<file path="config.mk">
export PLATFORM = sky130hd
export DESIGN_NAME = scan_supervisor
export DESIGN_NICKNAME = d
export VERILOG_FILES = /design/src/rtl/scs_pkg.sv /design/src/rtl/scs_phase_seq.sv /design/src/rtl/scs_scan_wd.sv /design/src/rtl/scs_fault_out.sv /design/src/rtl/scan_supervisor.sv
export SDC_FILE = /design/constraint.sdc
export NUM_CORES = 1
export LEC_CHECK = 0
export ABC_AREA = 1
export BUFFER_PORTS_ARGS = -buffer_cell sky130_fd_sc_hd__buf_2
export CAP_MARGIN = 15
export CORE_ASPECT_RATIO = 1.25
export CORE_UTILIZATION = 50
export CTS_CLUSTER_DIAMETER = 150
export DETAILED_ROUTE_END_ITERATION = 8
export GPL_TIMING_DRIVEN = 1
export PLACE_DENSITY_LB_ADDON = 0.2
export SYNTH_ARGS = -nofsm -noshare
export SYNTH_HDL_FRONTEND = slang
export SYNTH_SLANG_ARGS = --single-unit
</file>
<file path="constraint.sdc">
create_clock -name clk -period 2.12 [get_ports clk]
set_input_delay 0.106 -clock clk [delete_from_list [all_inputs] [get_ports clk]]
set_output_delay 0.106 -clock clk [all_outputs]
set_load 0.005 [all_outputs]
</file>
<file path="src/rtl/scs_pkg.sv">
package scs_pkg;

  typedef enum logic [2:0] {
    PH_OFF  = 3'd0,
    PH_RDY  = 3'd1,
    PH_DIST = 3'd2,
    PH_INIT = 3'd3,
    PH_HOLD = 3'd4,
    PH_RUN  = 3'd5
  } phase_e;

  // largest of three counts, used to size the shared phase counter
  function automatic int unsigned max3(input int unsigned a, input int unsigned b,
                                       input int unsigned c);
    int unsigned m;
    m = (a > b) ? a : b;
    return (m > c) ? m : c;
  endfunction

  // true when a counter holding cnt has reached the final step of lim
  function automatic logic at_last(input int unsigned cnt, input int unsigned lim);
    return (cnt + 1) == lim;
  endfunction

  // watchdog fires on the edge where elapsed count reaches the limit with no end mark
  function automatic logic wd_due(input logic busy, input logic late, input logic done,
                                  input int unsigned elapsed, input int unsigned lim);
    return busy && !late && !done && ((elapsed + 1) == lim);
  endfunction

endpackage

</file>
<file path="src/rtl/scs_phase_seq.sv">
module scs_phase_seq
  import scs_pkg::*;
#(
  parameter int unsigned READY_CLKS = 50,
  parameter int unsigned INIT_SCANS = 35,
  parameter int unsigned HOLD_SCANS = 10
) (
  input  logic   clk,
  input  logic   rst_n,
  input  logic   pwr_ok,
  input  logic   addr_bad,
  input  logic   mem_switch,
  input  logic   cyc_tick,
  output phase_e phase
);

  localparam int unsigned MAXC = max3(READY_CLKS, INIT_SCANS, HOLD_SCANS);
  localparam int CW = $clog2(MAXC + 1);

  logic [CW-1:0] cnt_q;
  phase_e        phase_q;

  always_ff @(posedge clk) begin
    if (!rst_n) begin
      phase_q <= PH_OFF;
      cnt_q   <= '0;
    end else if (!pwr_ok) begin
      phase_q <= PH_OFF;
      cnt_q   <= '0;
    end else if (addr_bad || mem_switch) begin
      phase_q <= PH_DIST;
      cnt_q   <= '0;
    end else begin
      case (phase_q)
        PH_OFF: begin
          phase_q <= PH_RDY;
          cnt_q   <= '0;
        end
        PH_RDY: begin
          if (at_last(32'(cnt_q), READY_CLKS)) begin
            phase_q <= PH_INIT;
            cnt_q   <= '0;
          end else begin
            cnt_q <= cnt_q + 1'b1;
          end
        end
        PH_DIST: begin
          phase_q <= PH_INIT;
          cnt_q   <= '0;
        end
        PH_INIT: begin
          if (cyc_tick) begin
            if (at_last(32'(cnt_q), INIT_SCANS)) begin
              phase_q <= PH_HOLD;
              cnt_q   <= '0;
            end else begin
              cnt_q <= cnt_q + 1'b1;
            end
          end
        end
        PH_HOLD: begin
          if (cyc_tick) begin
            if (at_last(32'(cnt_q), HOLD_SCANS)) begin
              phase_q <= PH_RUN;
              cnt_q   <= '0;
            end else begin
              cnt_q <= cnt_q + 1'b1;
            end
          end
        end
        PH_RUN: begin
          cnt_q <= '0;
        end
        default: begin
          phase_q <= PH_OFF;
          cnt_q   <= '0;
        end
      endcase
    end
  end

  assign phase = phase_q;

endmodule

</file>
<file path="src/rtl/scs_scan_wd.sv">
module scs_scan_wd
  import scs_pkg::*;
#(
  parameter int unsigned WD_CLKS   = 60,
  parameter int unsigned LOCK_CLKS = 60
) (
  input  logic clk,
  input  logic rst_n,
  input  logic in_run,
  input  logic cyc_tick,
  input  logic prog_end,
  output logic ovr_fault,
  output logic lock_on
);

  localparam int WW = $clog2(WD_CLKS + 1);
  localparam int LW = $clog2(LOCK_CLKS + 1);

  logic          busy_q;
  logic          late_q;
  logic [WW-1:0] wd_q;
  logic [LW-1:0] lock_q;
  logic          ovr_q;

  logic scan_start;
  logic scan_done;
  logic on_time_done;
  logic wd_trip;

  assign scan_start   = in_run && cyc_tick && !busy_q;
  assign scan_done    = busy_q && prog_end;
  assign on_time_done = scan_done && !late_q;
  assign wd_trip      = wd_due(busy_q, late_q, prog_end, 32'(wd_q), WD_CLKS);

  always_ff @(posedge clk) begin
    if (!rst_n) begin
      busy_q <= 1'b0;
      late_q <= 1'b0;
      wd_q   <= '0;
      lock_q <= '0;
      ovr_q  <= 1'b0;
    end else if (!in_run) begin
      busy_q <= 1'b0;
      late_q <= 1'b0;
      wd_q   <= '0;
      lock_q <= '0;
      ovr_q  <= 1'b0;
    end else begin
      if (scan_start) begin
        busy_q <= 1'b1;
        late_q <= 1'b0;
        wd_q   <= '0;
      end else if (busy_q) begin
        if (scan_done) begin
          busy_q <= 1'b0;
          late_q <= 1'b0;
        end else if (wd_trip) begin
          late_q <= 1'b1;
        end
        if (wd_q != WW'(WD_CLKS)) wd_q <= wd_q + 1'b1;
      end

      if (wd_trip)           lock_q <= LW'(LOCK_CLKS);
      else if (lock_q != '0) lock_q <= lock_q - 1'b1;

      if (wd_trip)                            ovr_q <= 1'b1;
      else if (on_time_done && lock_q == '0) ovr_q <= 1'b0;
    end
  end

  assign ovr_fault = ovr_q;
  assign lock_on   = (lock_q != '0);

endmodule

</file>
<file path="src/rtl/scs_fault_out.sv">
module scs_fault_out
  import scs_pkg::*;
(
  input  phase_e phase,
  input  logic   ovr_fault,
  input  logic   lock_on,
  input  logic   sim_on,
  output logic   out_freeze,
  output logic   fb_init,
  output logic   int_fault,
  output logic   dev_fault,
  output logic   alarm
);

  logic running;
  logic disturbed;
  logic fault_any;

  always_comb begin
    running    = (phase == PH_RUN);
    disturbed  = (phase == PH_DIST);
    fault_any  = disturbed || (running && ovr_fault);
    out_freeze = !running || lock_on;
    fb_init    = (phase == PH_INIT);
    int_fault  = fault_any;
    alarm      = fault_any;
    dev_fault  = fault_any || sim_on;
  end

endmodule

</file>
<file path="src/rtl/scan_supervisor.sv">
module scan_supervisor
  import scs_pkg::*;
#(
  parameter int unsigned READY_CLKS = 50,
  parameter int unsigned INIT_SCANS = 35,
  parameter int unsigned HOLD_SCANS = 10,
  parameter int unsigned WD_CLKS    = 60,
  parameter int unsigned LOCK_CLKS  = 60
) (
  input  logic clk,
  input  logic rst_n,
  input  logic cyc_tick,
  input  logic prog_end,
  input  logic pwr_ok,
  input  logic addr_bad,
  input  logic mem_switch,
  input  logic sim_on,
  output logic out_freeze,
  output logic fb_init,
  output logic int_fault,
  output logic dev_fault,
  output logic alarm
);

  phase_e phase;
  logic   in_run;
  logic   ovr_fault;
  logic   lock_on;

  assign in_run = (phase == PH_RUN);

  scs_phase_seq #(
    .READY_CLKS(READY_CLKS),
    .INIT_SCANS(INIT_SCANS),
    .HOLD_SCANS(HOLD_SCANS)
  ) u_seq (
    .clk       (clk),
    .rst_n     (rst_n),
    .pwr_ok    (pwr_ok),
    .addr_bad  (addr_bad),
    .mem_switch(mem_switch),
    .cyc_tick  (cyc_tick),
    .phase     (phase)
  );

  scs_scan_wd #(
    .WD_CLKS  (WD_CLKS),
    .LOCK_CLKS(LOCK_CLKS)
  ) u_wd (
    .clk      (clk),
    .rst_n    (rst_n),
    .in_run   (in_run),
    .cyc_tick (cyc_tick),
    .prog_end (prog_end),
    .ovr_fault(ovr_fault),
    .lock_on  (lock_on)
  );

  scs_fault_out u_out (
    .phase     (phase),
    .ovr_fault (ovr_fault),
    .lock_on   (lock_on),
    .sim_on    (sim_on),
    .out_freeze(out_freeze),
    .fb_init   (fb_init),
    .int_fault (int_fault),
    .dev_fault (dev_fault),
    .alarm     (alarm)
  );

endmodule

</file>
# After elaboration in Yosys (flattened, before gate mapping)
# Index checks and enable logic that the tools add are counted.
[word_totals] regBits=24 inputBits=8 output_inout_bits=5 wordCells=93
[classes] n_addsub=5 eq_ne=21 n_mux=22 bitwise_logic=3 reduce_logical=33
[op_table] operator="$eq 32x6->1 const B" count=3
[op_table] operator="$mux 6" count=7
[op_table] operator="$eq 32x4->1 const B" count=1
[op_table] operator="$pmux 3 s6" count=1
[op_table] operator="$pmux 6 s3" count=1
[op_table] operator="$mux 3" count=5
[op_table] operator="$add 6x1->7 const B" count=2
[op_table] operator="$add 6x1->6 const B" count=2
[op_table] operator="$reduce_and 6->1" count=2
[op_table] operator="$reduce_and 2->1" count=5
[op_table] operator="$logic_and 1x1->1" count=9
[op_table] operator="$ne 3x1->1 const B" count=3
[op_table] operator="$reduce_or 3->1" count=3
[op_table] operator="$mux 1" count=7
[op_table] operator="$eq 3x2->1 const B" count=2
[op_table] operator="$eq 3x3->1 const B" count=2
[op_table] operator="$logic_not 6->1" count=1
[op_table] operator="$ne 2x1->1 const B" count=3
[op_table] operator="$ne 2x2->1 const B" count=3
[op_table] operator="$ne 3x2->1 const B" count=2
[op_table] operator="$ne 6x6->1 const B" count=1
[op_table] operator="$reduce_bool 2->1" count=3
[op_table] operator="$reduce_bool 6->1" count=1
[op_table] operator="$sub 6x1->6 const B" count=1
[op_table] operator="6 further kinds" count=14

# Logic depth before layout (Yosys ltp)
[logic_depth] depth_word=6 ltp_mapped=15 ltp_nobuf=15

# Hierarchy
# A second synthesis with hierarchy kept.
[unflattened] hier_cells=263 hier_area_um2=1662.8
[modules_own_cells] mod="scs_scan_wd" n_inst=1 cells_per_inst=123 area_per_inst_um2=829.5 seq_area_each_um2=300.3
[modules_own_cells] mod="scs_phase_seq" n_inst=1 cells_per_inst=127 area_per_inst_um2=767.0 seq_area_each_um2=180.2
[modules_own_cells] mod="scs_fault_out" n_inst=1 cells_per_inst=11 area_per_inst_um2=56.3 seq_area_each_um2=0.0
[modules_own_cells] mod="scan_supervisor" n_inst=1 cells_per_inst=2 area_per_inst_um2=10.0 seq_area_each_um2=0.0

# Least setup slack after synthesis
# Ideal clock, no wire load.
[synth_path] path_kind="register to register" startpoint="register u_seq.cnt_q[1]" endpoint="register u_seq.phase_q[1] (netlist: u_seq.phase[1])" setup_time_ns=0.109 arrival_time_ns=1.505 required_ns=2.011 slack_ns=0.506 path_stages_with_launch=13 path_buffers=0 synth_period_minus_slack_ns=1.614 cell_sequence="dfxtp_1 > ha_1 > inv_1 > nand2_1 > nand3_1 > nor2_1 > nand3_1 > a21oi_2 > nand2_2 > nand2_1 > nand3_1 > nand2_1 > inv_1"
[synth_via] elab_chain_cells=4 elab_cells_between_ends=8 classes_between="add/sub: 1; eq/ne: 6; reduce/logical: 1"
[synth_lines] element="start: declaration" line_no="scs_phase_seq.sv:20" source="logic [CW-1:0] cnt_q;"
[synth_lines] element="start signal: assignment" line_no="scs_phase_seq.sv:44" source="cnt_q <= cnt_q + 1'b1;"
[synth_lines] element="start signal: assignment" line_no="scs_phase_seq.sv:57" source="cnt_q <= cnt_q + 1'b1;"
[synth_lines] element="start signal: assignment" line_no="scs_phase_seq.sv:67" source="cnt_q <= cnt_q + 1'b1;"
[synth_lines] element="$add 6x1->7 *" line_no="scs_pkg.sv:22" source="return (cnt + 1) == lim;"
[synth_lines] element="$eq 32x4->1 / $eq 32x6->1 (equally long branches)" line_no="scs_pkg.sv:22"
[synth_lines] element="$ne 3x1->1 (no source line)"
[synth_lines] element="$reduce_and 6->1 (no source line) *"
[synth_lines] element="end signal: assignment" line_no="scs_phase_seq.sv:25" source="phase_q <= PH_OFF;"
[synth_lines] element="end signal: assignment" line_no="scs_phase_seq.sv:28" source="phase_q <= PH_OFF;"
[synth_lines] element="end signal: assignment" line_no="scs_phase_seq.sv:31" source="phase_q <= PH_DIST;"
[synth_lines] element="end: declaration" line_no="scs_phase_seq.sv:21" source="phase_e phase_q;"
# Mark *: on every way between the ends. The rest lies on a longest branch, timed or not.
# A chain may end at the register's enable or synchronous reset.

# Worst setup path in the final report
[layout_path] startpoint="register u_seq.cnt_q[0]" endpoint="register u_seq.phase_q[0] (netlist: u_seq.phase[0])"
[layout_via] elab_chain_cells=4 elab_cells_between_ends=8 classes_between="add/sub: 1; eq/ne: 6; reduce/logical: 1"
[layout_lines] element="$add 6x1->7 *" line_no="scs_pkg.sv:22"
[layout_lines] element="$eq 32x4->1 / $eq 32x6->1 (equally long branches)" line_no="scs_pkg.sv:22"
[layout_lines] element="$ne 2x1->1 (no source line)"
[layout_lines] element="$reduce_and 6->1 (no source line) *"
# Marked as above.

==> flow_summary.ini <==
[outcome]
status = finished clean

[power]
power_density_nw_per_um2 = 491
p_leak_uw = 0.000722
power.total_uw = 824
irDropWorstVdd_mv = 0.577

[synth]
synth_edf_count = 0
syn_nets = 247
avgSynthCellArea_um2 = 6.61
synth_top_area_share = 0.313
synthTopCellsByCount = 60 x nand2_1, 32 x inv_1, 24 x dfxtp_1, 22 x a21oi_1
syn-instance-count = 232
synth_warnings = 0
ys_seq_area_frac = 0.313
async_flop_share = 0
synth_seq_cells = 24
synth_top_area_cell = dfxtp_1
synthMostInstantiatedCell = nand2_1
syn_area_um2 = 1530
synth_area_leaders = dfxtp_1 31%, nand2_1 15%, inv_1 7.8%
ys.flop_type = dfxtp_1
synth_cell_types = 32

[worst_setup_path]
crit_buf_inv = 1
cp_data_required_time_ns = 2.34
cpMaxStageDelayCell = dfxtp_1
critical_path_arrival_ns = 2.05
worstSetupPathType = reg -> reg
crit_path_end_kind = flip-flop
crit_path_max_fanout = 6
cpPeakStageDelay_ns = 0.47
cp-start-kind = flip-flop
crit_chain = ha_1 -> inv_1 -> nand2_1 -> nand3_1 -> nor2_1 -> nand3_1 -> a21oi_2 -> nand2_2 -> nor3_1 -> nor2_1
crit_family = simple AND/OR/NAND/NOR gates

[floorplanning]
coreArea_um2 = 2920
io_pins = 13
fp.dieW_um = 51.5
die_h_um = 63.9
start_util = 0.526
die_area_um2 = 3290
fp-row-count = 22

[sta]
setup-tns-final_ns = 0
min_period_over_period = 0.862
skew_ns = 0.00128
grt_setup_unrepaired = no
worst_slew_pin_slew_ns = 0.379
setup_violations = 0
timing.hold.ws_ns = 0.0809
fin_crit_ns = 1.83
slew_headroom = 0.746
drv_slew = 0
timing.fmax_mhz = 547
hold_viol = 0

[grt]
gr-total-overflow = 0
grt_pass1_wl_um = 5260
grt_usage = 0.208
grt_max_degree = 15
grt_pass1_vias = 1297
antenna_found_initial = 0

[cts]
clk_path_buf_depth = 2
cts.reportedPaths.clkPinSlew_ns = 0.13
tritoncts = yes
cts-root-buf = clkbuf_4
h-tree-depth = 1
post_cts.repair.setup_buffers = 0
ctsHoldBuffers = 0
cts_num_sinks = 24
worstSkewPairLatency_ns = 0.32
cts_resized = 0
cts_buffers = 3

[detailed_routing]
wirelength_um = 3070
ant_nets = 0
wl_per_cell_um = 10.9
vias_per_cell = 4.97
drc = 0
vias = 1406
wl_met1_um = 1330
met2_length_um = 1640
drt_iter0_markers = 31
firstDrtPassIters = 4
route.met3.wl_um = 54
dr.max_layer_used = met4

[layout]
fillers = 297
area.growth.synth_to_final_pct = 9.54
drive_gt1_frac = 0.154
multiInputGateArea_um2 = 882
final_nets = 263
diodes = 0
fin_area_um2 = 1680
seq_area_um2 = 480

[run]
cap_violations = 0

[placement]
place_area_um2 = 1630
place.gp.congestion = 0.858
io_buffers = 12
hpwl_um = 2490

[worst_hold_path]
hold_class = in -> reg
-- flip-flops by register name, summed over array words and instances (netlist names) --
name,flops
u_seq.phase,3
u_wd.ovr_fault,1
u_wd.lock_q,6
u_wd.busy_q,1
u_wd.wd_q,6
u_wd.late_q,1
u_seq.cnt_q,6
-- metal layers --
layer  vias up  GRT usage
li1        774          -
met1       613      0.232
met2        15      0.386
met3         4     0.0190
met4         0     0.0912
met5         -          0
-- area by class of cell --
type / instances / share of cell area
well taps: 36 / 0.0268
inverters: 38 / 0.0864
clock buffers: 3 / 0.0134
clock inverters: 1 / 0.0179
multi-input cells: 167 / 0.525
flip-flops and latches: 24 / 0.286
repair buffers: 14 / 0.0447
-- logic make-up (layout without fill, tap and decap cells) --
family / Yosys count / after routing / share of synthesized area
AOI/OAI and AO/OA: 39 / 39 / 0.144
xor gates and xnor gates: 6 / 6 / 0.0343
DFF: 24 / 24 / 0.313
adders and majority gates: 7 / 7 / 0.0571
buffers and inverters: 41 / 56 / 0.112
and+or+nand+nor: 115 / 115 / 0.339
-- layout by cell type (no fill, tap or decap), drive strengths merged --
cell    Yosys  routed
nand2      65      65
inv        38      38
a21oi      25      25
dfxtp      24      24
nor2       19      19
nand3      18      18
buf         3      14
o21ai      10      10
ha          7       7
nand4       4       4
xor2        4       4
nor3        4       4
clkbuf      0       3
or2         3       3
xnor2       2       2
a31oi       2       2
o21bai      1       1
nor4        1       1
nand3b      1       1
o31ai       1       1
bufinv      0       1
-- stage by stage --
step / instances / worst slack (ns) / util
CTS: 283 / 0.297 / 0.576
global route: 283 / 0.0745 / 0.576
finish: 283 / 0.292 / 0.576
floorplan: 232 / 0.506 / -
global placement: 279 / 0.383 / 0.558
detailed placement: 279 / 0.336 / 0.558
-- where the power goes --
part	switching, uW	total, uW	leakage, uW	internal [uW]
clock	141	332	0.0000279	191
combinational	21.0	36.7	0.000501	15.6
sequential	2.98	456	0.000194	453
-- path summary, 6_finish.rpt --
kind,from,end,slack [ns],cells past startpoint
worst max-delay path,u_seq.cnt_q[0]$_SDFFE_PP0P_,u_seq.phase[0]$_SDFFE_PP0P_,0.29,10
worst min-delay path,pwr_ok,u_seq.phase[1]$_SDFFE_PN0P_,0.08,5
worst max register to register,u_seq.cnt_q[0]$_SDFFE_PP0P_,u_seq.phase[0]$_SDFFE_PP0P_,0.29,10
worst min register to register,u_wd.ovr_fault$_SDFFE_PN0P_,u_wd.ovr_fault$_SDFFE_PN0P_,0.48,2
-- tightest hold or removal path: cells and delay by family --
kind                   cells  cell delay, ns
AND/OR/NAND/NOR            2            0.09
buffers and inverters      3            0.17
No activity file was read; power rests on OpenSTA's default activity.
